$ cat config.mk
export PLATFORM = sky130hd
export DESIGN_NAME = irq_poller
export DESIGN_NICKNAME = d
export VERILOG_FILES = /design/src/rtl/irq_poll_pkg.sv /design/src/rtl/irq_entry_table.sv /design/src/rtl/irq_match_unit.sv /design/src/rtl/irq_prio_pick.sv /design/src/rtl/irq_poller.sv
export SDC_FILE = /design/constraint.sdc
export NUM_CORES = 1
export LEC_CHECK = 0
export BUFFER_PORTS_ARGS = -buffer_cell sky130_fd_sc_hd__clkbuf_2
export CAP_MARGIN = 15
export CORE_ASPECT_RATIO = 1.25
export CORE_MARGIN = 1.5
export CORE_UTILIZATION = 56
export DETAILED_ROUTE_END_ITERATION = 7
export GPL_TIMING_DRIVEN = 0
export PLACE_DENSITY = 0.78
export SLEW_MARGIN = 20
export SYNTH_ARGS = -nofsm -noshare
export SYNTH_HDL_FRONTEND = slang
export SYNTH_SLANG_ARGS = --single-unit
$ cat constraint.sdc
create_clock -name clk -period 16.2 [get_ports clk]
set_input_delay 3.24 -clock clk [delete_from_list [all_inputs] [get_ports clk]]
set_output_delay 3.24 -clock clk [all_outputs]
set_load 0.01 [all_outputs]
$ cat src/rtl/irq_poll_pkg.sv
package irq_poll_pkg;
  localparam int BYTE_W = 8;
  typedef logic [BYTE_W-1:0] byte_t;

  function automatic int idx_w(input int n);
    return (n > 1) ? $clog2(n) : 1;
  endfunction
endpackage

$ cat src/rtl/irq_entry_table.sv
module irq_entry_table
  import irq_poll_pkg::*;
#(
  parameter int N_ENT  = 8,
  parameter int DEV_W  = 2,
  parameter int SVC_W  = 8,
  parameter int SLOT_W = 3
) (
  input  logic              clk,
  input  logic              rst,
  input  logic              wr_en,
  input  logic [DEV_W-1:0]  wr_dev,
  input  byte_t             wr_flip,
  input  byte_t             wr_mask,
  input  byte_t             wr_prio,
  input  logic [SVC_W-1:0]  wr_svc,
  input  logic              rm_en,
  input  logic [SLOT_W-1:0] rm_slot,
  output logic              wr_ack,
  output logic              wr_err,
  output logic [SLOT_W-1:0] wr_slot,
  output logic              full,
  output logic              ent_vld  [N_ENT],
  output logic [DEV_W-1:0]  ent_dev  [N_ENT],
  output byte_t             ent_flip [N_ENT],
  output byte_t             ent_mask [N_ENT],
  output byte_t             ent_prio [N_ENT],
  output logic [SVC_W-1:0]  ent_svc  [N_ENT]
);
  logic              free_found;
  logic [SLOT_W-1:0] free_idx;

  always_comb begin
    free_found = 1'b0;
    free_idx   = '0;
    for (int i = 0; i < N_ENT; i++) begin
      if (!ent_vld[i] && !free_found) begin
        free_found = 1'b1;
        free_idx   = SLOT_W'(i);
      end
    end
  end

  assign full = !free_found;

  // Entry fields carry no reset: only the valid bits gate their use.
  always_ff @(posedge clk) begin
    if (wr_en && free_found) begin
      ent_dev[free_idx]  <= wr_dev;
      ent_flip[free_idx] <= wr_flip;
      ent_mask[free_idx] <= wr_mask;
      ent_prio[free_idx] <= wr_prio;
      ent_svc[free_idx]  <= wr_svc;
    end
  end

  always_ff @(posedge clk) begin
    if (rst) begin
      for (int i = 0; i < N_ENT; i++) ent_vld[i] <= 1'b0;
      wr_ack  <= 1'b0;
      wr_err  <= 1'b0;
      wr_slot <= '0;
    end else begin
      wr_ack <= 1'b0;
      wr_err <= 1'b0;
      if (rm_en && (int'(rm_slot) < N_ENT)) ent_vld[rm_slot] <= 1'b0;
      if (wr_en) begin
        if (free_found) begin
          ent_vld[free_idx] <= 1'b1;
          wr_ack  <= 1'b1;
          wr_slot <= free_idx;
        end else begin
          wr_err <= 1'b1;
        end
      end
    end
  end
endmodule

$ cat src/rtl/irq_match_unit.sv
module irq_match_unit
  import irq_poll_pkg::*;
#(
  parameter int N_ENT = 8,
  parameter int N_DEV = 4,
  parameter int DEV_W = 2
) (
  input  logic [BYTE_W*N_DEV-1:0] status,
  input  logic                    ent_vld  [N_ENT],
  input  logic [DEV_W-1:0]        ent_dev  [N_ENT],
  input  byte_t                   ent_flip [N_ENT],
  input  byte_t                   ent_mask [N_ENT],
  output logic [N_ENT-1:0]        claim
);
  for (genvar g = 0; g < N_ENT; g++) begin : g_ent
    byte_t picked;
    always_comb begin
      picked = '0;
      for (int d = 0; d < N_DEV; d++)
        if (int'(ent_dev[g]) == d) picked = status[BYTE_W*d +: BYTE_W];
    end
    assign claim[g] = ent_vld[g] && (|((picked ^ ent_flip[g]) & ent_mask[g]));
  end
endmodule

$ cat src/rtl/irq_prio_pick.sv
module irq_prio_pick
  import irq_poll_pkg::*;
#(
  parameter int N_ENT  = 8,
  parameter int SLOT_W = 3
) (
  input  logic [N_ENT-1:0]  claim,
  input  byte_t             prio [N_ENT],
  output logic              found,
  output logic [SLOT_W-1:0] win
);
  byte_t best;

  // Strict greater-than keeps the lower slot on equal rank.
  always_comb begin
    found = 1'b0;
    win   = '0;
    best  = '0;
    for (int i = 0; i < N_ENT; i++) begin
      if (claim[i] && (!found || prio[i] > best)) begin
        found = 1'b1;
        win   = SLOT_W'(i);
        best  = prio[i];
      end
    end
  end
endmodule

$ cat src/rtl/irq_poller.sv
module irq_poller
  import irq_poll_pkg::*;
#(
  parameter  int N_ENT  = 8,
  parameter  int N_DEV  = 4,
  parameter  int SVC_W  = 8,
  localparam int SLOT_W = irq_poll_pkg::idx_w(N_ENT),
  localparam int DEV_W  = irq_poll_pkg::idx_w(N_DEV)
) (
  input  logic                  clk,
  input  logic                  rst,
  input  logic                  irq,
  input  logic [8*N_DEV-1:0]    dev_status,
  input  logic                  tw_en,
  input  logic [DEV_W-1:0]      tw_dev,
  input  logic [7:0]            tw_flip,
  input  logic [7:0]            tw_mask,
  input  logic [7:0]            tw_prio,
  input  logic [SVC_W-1:0]      tw_svc,
  input  logic                  td_en,
  input  logic [SLOT_W-1:0]     td_slot,
  output logic                  tw_ack,
  output logic                  tw_err,
  output logic [SLOT_W-1:0]     tw_slot,
  output logic                  hit_valid,
  output logic                  hit_spurious,
  output logic [SVC_W-1:0]      hit_svc,
  output logic [SLOT_W-1:0]     hit_slot
);
  logic              ent_vld  [N_ENT];
  logic [DEV_W-1:0]  ent_dev  [N_ENT];
  byte_t             ent_flip [N_ENT];
  byte_t             ent_mask [N_ENT];
  byte_t             ent_prio [N_ENT];
  logic [SVC_W-1:0]  ent_svc  [N_ENT];
  logic              tbl_full;
  logic [N_ENT-1:0]  claim;
  logic              pick_found;
  logic [SLOT_W-1:0] pick_slot;

  logic              s1_go, s1_found;
  logic [SLOT_W-1:0] s1_slot;
  logic [SVC_W-1:0]  s1_svc;

  irq_entry_table #(
    .N_ENT(N_ENT), .DEV_W(DEV_W), .SVC_W(SVC_W), .SLOT_W(SLOT_W)
  ) u_table (
    .clk(clk), .rst(rst),
    .wr_en(tw_en), .wr_dev(tw_dev), .wr_flip(tw_flip), .wr_mask(tw_mask),
    .wr_prio(tw_prio), .wr_svc(tw_svc),
    .rm_en(td_en), .rm_slot(td_slot),
    .wr_ack(tw_ack), .wr_err(tw_err), .wr_slot(tw_slot), .full(tbl_full),
    .ent_vld(ent_vld), .ent_dev(ent_dev), .ent_flip(ent_flip),
    .ent_mask(ent_mask), .ent_prio(ent_prio), .ent_svc(ent_svc)
  );

  irq_match_unit #(
    .N_ENT(N_ENT), .N_DEV(N_DEV), .DEV_W(DEV_W)
  ) u_match (
    .status(dev_status), .ent_vld(ent_vld), .ent_dev(ent_dev),
    .ent_flip(ent_flip), .ent_mask(ent_mask), .claim(claim)
  );

  irq_prio_pick #(
    .N_ENT(N_ENT), .SLOT_W(SLOT_W)
  ) u_pick (
    .claim(claim), .prio(ent_prio), .found(pick_found), .win(pick_slot)
  );

  // Stage 1: decide against the status and table seen at the irq edge.
  always_ff @(posedge clk) begin
    if (rst) begin
      s1_go    <= 1'b0;
      s1_found <= 1'b0;
      s1_slot  <= '0;
      s1_svc   <= '0;
    end else begin
      s1_go    <= irq;
      s1_found <= irq && pick_found;
      s1_slot  <= pick_found ? pick_slot : '0;
      s1_svc   <= pick_found ? ent_svc[pick_slot] : '0;
    end
  end

  // Stage 2: registered result pulse.
  always_ff @(posedge clk) begin
    if (rst) begin
      hit_valid    <= 1'b0;
      hit_spurious <= 1'b0;
      hit_svc      <= '0;
      hit_slot     <= '0;
    end else begin
      hit_valid    <= s1_go && s1_found;
      hit_spurious <= s1_go && !s1_found;
      hit_svc      <= (s1_go && s1_found) ? s1_svc  : '0;
      hit_slot     <= (s1_go && s1_found) ? s1_slot : '0;
    end
  end
endmodule

==> results_dict.tcl, run 1 <==
set metrics [dict create \
    fin_area_um2 19430 \
    die_h_um 193.5 \
    dp.cells 1690 \
    power_switching_uw 422.5 \
    tightest_slew_ns 0.8717 \
    ys_async_sr_fraction 0 \
    syn_area_um2 16260 \
    skew_ns 0.03069 \
    clkPwrFrac 0.405 \
    synth_cells 1244 \
    power_leakage_nw 7.303 \
    setup_viol 8 \
    cp_max_fo 8 \
    comb_power_share 0.109 \
    rsz0062_at_grt "yes" \
    clock-sinks 311 \
    drtIter0Drc 953 \
    io_buffers 82 \
    diodes 0 \
    synth_cell_types 68 \
    ctsHoldBuffers 0 \
    fin_crit_sh 1.010 \
    clkTransAtPathRegs_ns 0.06 \
    ys.flop_type "edfxtp_1" \
    core_um2 28490 \
    synthesis.nets 1374 \
    root_buffer "clkbuf_16" \
    tritoncts "built" \
    internal_power_mw 1.411 \
    post-route-min-period_ns 16.36 \
    setup_ws_ns -0.1567 \
    io_pins 92 \
    dpl_cell_area_um2 17320 \
    fin_cells 1787 \
    die_w_um 155.4 \
    arrival_ns 16.77 \
    timing.fmax_mhz 61.14 \
    grt_max_degree 35 \
    gp_congestion 0.9025 \
    start_util 0.5708 \
    crit_path_end_kind "register" \
    utilization 0.6822 \
    fillCellCount 1944 \
    criticalPathCategory "input port to register" \
    violations "setup timing" \
    grt_pass1_wl_um 64600 \
    drv_cap 0 \
    core.rowCount 69 \
    drive_gt1_frac 0.2402 \
    fin_total_pwr_mw 1.833 \
    path_common_cell "o21a_1" \
    relSlewSlack 0.4189 \
    cts_buffers 30 \
    startpoint_type "input port" \
    crit_required_ns 16.61 \
    overflow 0 \
    vias 11440 \
    syn_area_per_cell_um2 13.07 \
    die_area_um2 30080 \
    hpwl_um 28950 \
    slowest_stage "mux2_4" \
    ys_warn_count 0 \
    clock_path_buffers 3 \
    hold_ws_ns 0.4339 \
    hold_class "register to register" \
    yosysSeqAreaShare 0.5502 \
    viasPerCell 6.403 \
    antenna_found_initial 0 \
    peakVddDrop_uv 95.59 \
    nets 1538 \
    synth_edf_count 272 \
    swShare 0.2305 \
    seq_power_share 0.486 \
    drv_slew 0 \
    powerDensity_nw_per_um2 94.33 \
    clkLatencyLatePin_ns 0.57 \
    antenna_left 0 \
    drc 0 \
    dr.pass1.iters 5 \
    track_usage 0.2872 \
    hold_violations 0 \
    synth-seq-cells 311 \
    wl_per_cell_um 24.83 \
    crit_path_max_incr_delay_ns 0.32 \
    run_status "finished with violations" \
    grt_pass1_vias 11280 \
    area_growth_pct 19.50 \
    h-tree-depth 1 \
    drt-total-wl_um 44380 \
]
==> routing by layer <==
layer | share of wire | GRT usage
met5 | 0 | 0
met4 | 0.055 | 0.1379
met3 | 0.078 | 0.04279
met2 | 0.49 | 0.4907
met1 | 0.38 | 0.3569
==> power groups by stage <==
stage	Sequential, mW	Combinational [mW]	Clock [mW]
global route	0.892	0.213	0.778
floorplan	0.906	0.0972	0
detailed placement	0.908	0.164	0
CTS	0.891	0.174	0.749
finish	0.891	0.200	0.743
global placement	0.907	0.157	0
==> final timing paths <==
check	startpoint	endpoint	slack (ns)	cells past startpoint
worst max-delay path	dev_status[18]	s1_svc[5]	-0.16	82
worst min-delay path	s1_found	hit_spurious	0.43	1
worst max register to register	u_table.ent_dev[14]	s1_svc[5]	1.45	83
worst min register to register	s1_found	hit_spurious	0.43	1
==> logic make-up (layout without fill, tap and decap cells) <==
| kind of cell | count (synthesis) | in the layout | share of synthesized area |
|---|---|---|---|
| compound gates | 161 | 161 | 0.07217 |
| flops | 311 | 311 | 0.5502 |
| mux | 224 | 224 | 0.1500 |
| buf+inv | 80 | 268 | 0.02308 |
| fa+ha+maj | 56 | 56 | 0.04308 |
| xor+xnor | 53 | 53 | 0.02854 |
| simple gates | 359 | 359 | 0.1329 |
==> layout by cell type (no fill, tap or decap), types with 11 or more instances in the layout <==
cell,instances
clkbuf_2,59
edfxtp_1,272
and2_1,14
ha_1,52
buf_2,11
mux4_2,11
o21a_1,26
clkbuf_16,33
nand2_1,49
nand3_1,58
nand4_1,15
buf_4,43
buf_6,27
o21ai_0,13
or3b_2,28
clkbuf_1,23
a21o_1,18
mux2i_1,183
inv_1,22
a21oi_1,19
nor2_1,45
xnor2_1,47
a22oi_1,15
dfxtp_1,39
nand3b_1,81
==> stage by stage <==
stage	setup TNS (ns)	setup WS [ns]
floorplan	0	0.02252
global placement	-23.76	-2.388
detailed placement	-26.89	-2.665
CTS	-3.276	-0.4286
global route	-6.244	-0.7333
finish	-1.010	-0.1567
==> worst max-delay path, delay by kind of cell <==
kind	cells	cell delay (ns)
mux	4	0.94
compound gates	41	6.90
buf+inv	11	1.58
fa+ha+maj	7	1.76
simple gates	19	2.32
==> what timing repair did <==
action | in CTS | in global routing
pin swaps | 7 | 33
gates resized for setup | 59 | 165
cloned | 0 | 3
buffers inserted | 13 | 25
setup endpoints to repair | 11 | 11
==> area by class of cell <==
cell class,count,area [µm²],area share
clock buffers,38,822.0,0.04230
flip-flops and latches,311,8949,0.4604
inverters,27,101.3,0.005215
clock inverters,18,241.5,0.01243
multi-input cells,853,7373,0.3794
well taps,355,444.2,0.02285
plain buffers,53,435.4,0.02240
repair buffers,132,1069,0.05498
==> flip-flops by register name, indices dropped and copies added, names as in the netlist, 3 cells and up <==
name              cells
u_table.ent_flip     64
u_table.ent_mask     64
u_table.ent_prio     64
u_table.ent_svc      64
u_table.ent_dev      16
hit_svc               8
s1_svc                8
u_table.ent_vld       8
hit_slot              3
s1_slot               3
u_table.wr_slot       3
==> Yosys cell counts (28+ instances only) <==
cell type	number	area, µm²
nand3_1	58	290.3
nand2_1	51	191.4
clkbuf_1	32	120.1
edfxtp_1	272	8168
xnor2_1	47	411.6
dfxtp_1	39	780.8
mux2i_1	201	2012
ha_1	56	700.7
or3b_2	28	245.2
nand3b_1	81	608.1
nor2_1	48	180.2
Note: power is estimated with default switching activity, not from simulation.
==> run 2: changes to the inputs <==
CORE_UTILIZATION = 55   (was 56)
PLACE_DENSITY = 0.77   (was 0.78)
==> run 2 against run 1 <==
  * The flow still finishes with violations (setup timing)
  * Maximum frequency grew 0.11%
  * Sequential power is essentially flat
  * Hold slack better by 0.0028 ns
  * Combinational power up 5%
  * Sequential share of layout area shrank 0.77 points
  * Global-route usage shrank 0.35 points
  * Setup slack improved by 0.018 ns
  * Die area rose by 1.8%
  * Critical path type unchanged
  * Critical endpoint is now s1_svc[0]
  * Highest routed layer unchanged
==> results_dict.tcl, run 2 (synthesis gave the netlist of run 1 again) <==
set metrics [dict create \
    crit_path_max_incr_delay_ns 0.35 \
    skew_ns 0.02885 \
    drive_gt1_frac 0.2531 \
    violations "setup timing" \
    clock_path_buffers 3 \
    nets 1553 \
    timing.fmax_mhz 61.20 \
    io_pins 92 \
    whs_path_depth 1 \
    relSlewSlack 0.3636 \
    antenna_found_initial 0 \
    core_um2 29170 \
    startpoint_type "input port" \
    root_buffer "clkbuf_16" \
    cts_buffers 30 \
    fin_area_um2 19770 \
    dpl_cell_area_um2 17390 \
    drt-total-wl_um 44450 \
    multi_input_area_um2 7501 \
    fillCellCount 1948 \
    crit_path_end_kind "register" \
    holdPathEnd "hit_slot[2]" \
    antenna_left 0 \
    drtIter0Drc 1036 \
    fin_tns_setup_ns -0.8206 \
    post-route-min-period_ns 16.34 \
    hold_class "register to register" \
    powerDensity_nw_per_um2 92.11 \
    r2r_end "s1_svc[0]" \
    grt_pass1_wl_um 63990 \
    clock-sinks 311 \
    grt_pass1_vias 11370 \
    start_util 0.5576 \
    path_common_cell "o21a_1" \
    worstHoldStart "s1_slot[2]" \
    diodes 0 \
    die_area_um2 30620 \
    drv_cap 0 \
    io_buffers 82 \
    cp_max_fo 8 \
    r2r_cells 83 \
    gp_congestion 0.9422 \
    setup_viol 8 \
    rsz0062_at_grt "yes" \
    peakVddDrop_uv 92.31 \
    setup_ws_ns -0.1388 \
    tritoncts "built" \
    h-tree-depth 1 \
    track_usage 0.2838 \
    wl_per_cell_um 24.13 \
    viasPerCell 6.223 \
    hpwl_um 28630 \
    overflow 0 \
    worstSetupStartpoint "dev_status[7]" \
    criticalPathCategory "input port to register" \
    drc 0 \
    tightest_slew_ns 0.9546 \
    fin_crit_sh 1.009 \
    mostFrequentLayoutCell "edfxtp_1" \
    final_cell_mix "272 x edfxtp_1, 183 x mux2i_1, 81 x nand3b_1" \
    dr.pass1.iters 7 \
    crit_required_ns 16.63 \
    r2r_slack_ns 1.36 \
    die_w_um 156.8 \
    die_h_um 195.3 \
    power_leakage_nw 7.433 \
    core.rowCount 70 \
    arrival_ns 16.77 \
    clkTransAtPathRegs_ns 0.06 \
    clkLatencyLatePin_ns 0.59 \
    drv_slew 0 \
    run_status "finished with violations" \
    seqCellArea_um2 8949 \
    hold_violations 0 \
    area_growth_pct 21.53 \
    slowest_stage "mux2i_2" \
    vias 11460 \
    worstReg2RegStart "u_table.ent_dev[14]" \
    pre_cts_slack_ns -2.664 \
    grt_max_degree 35 \
]
[run 2: cell count changes in the layout (fill, tap and decap cells not counted), sizes merged]
cell,delta
buf,+10
clkbuf,-1
clkinv,+10
clkinvlp,-2
inv,-3
[run 2: layout make-up]
type                    instances  share of cell area
repair buffers                148             0.06381
multi-input cells             853              0.3795
inverters                      27            0.005128
clock buffers                  32             0.03836
clock inverters                23             0.01336
well taps                     396             0.02507
plain buffers                  52             0.02203
flip-flops and latches        311              0.4527
[run 2: report_power, final]
| part | leakage [nW] | switching [mW] | internal [mW] |
|---|---|---|---|
| combinational | 4.15 | 0.116 | 0.0934 |
| clock | 0.499 | 0.301 | 0.419 |
| sequential | 2.79 | 0.00726 | 0.884 |
[run 2: per-layer routing]
metal	vias up	track usage	wire length (µm)
li1	5145	-	-
met1	5616	0.3460	16410
met2	562	0.4941	22480
met3	139	0.03395	3252
met4	0	0.1432	2311
met5	-	0	0
[run 2: through the flow]
step                      hold WS [ns]    util  power, mW  cells
after global routing            0.4514  0.6777      1.875   1842
after global placement          0.3996  0.5895      1.063   1722
after CTS                       0.4333  0.6589      1.799   1828
after floorplan                 0.3903       -      1.004   1244
after detailed placement        0.4164  0.5964      1.070   1732
final                           0.4367  0.6777      1.821   1842
[run 2: how the worst max path moves through the flow]
stage	to	slack, ns	cells past startpoint
3_5_place_dp	s1_svc[7]	-2.66	79
2_1_floorplan	s1_svc[0]	0.02	83
5_1_grt	s1_svc[2]	-0.75	82
3_3_place_gp	s1_svc[7]	-2.41	79
6_report	s1_svc[0]	-0.14	82
4_1_cts	s1_svc[1]	0.02	83
[run 2: worst max-delay path, delay by kind of cell]
kind / cells / cell delay [ns]
adders and majority gates: 7 / 1.77
and+or+nand+nor: 18 / 2.31
muxes: 4 / 1.04
AOI/OAI and AO/OA: 43 / 6.90
buffers and inverters: 10 / 1.49
[run 2: repair_timing]
action	4_1_cts	5_1_grt
gates cloned	1	0
resized for setup	120	109
setup buffers	40	16
hold buffers	0	0
endpoints found under the setup margin	11	11
pin swaps	25	42
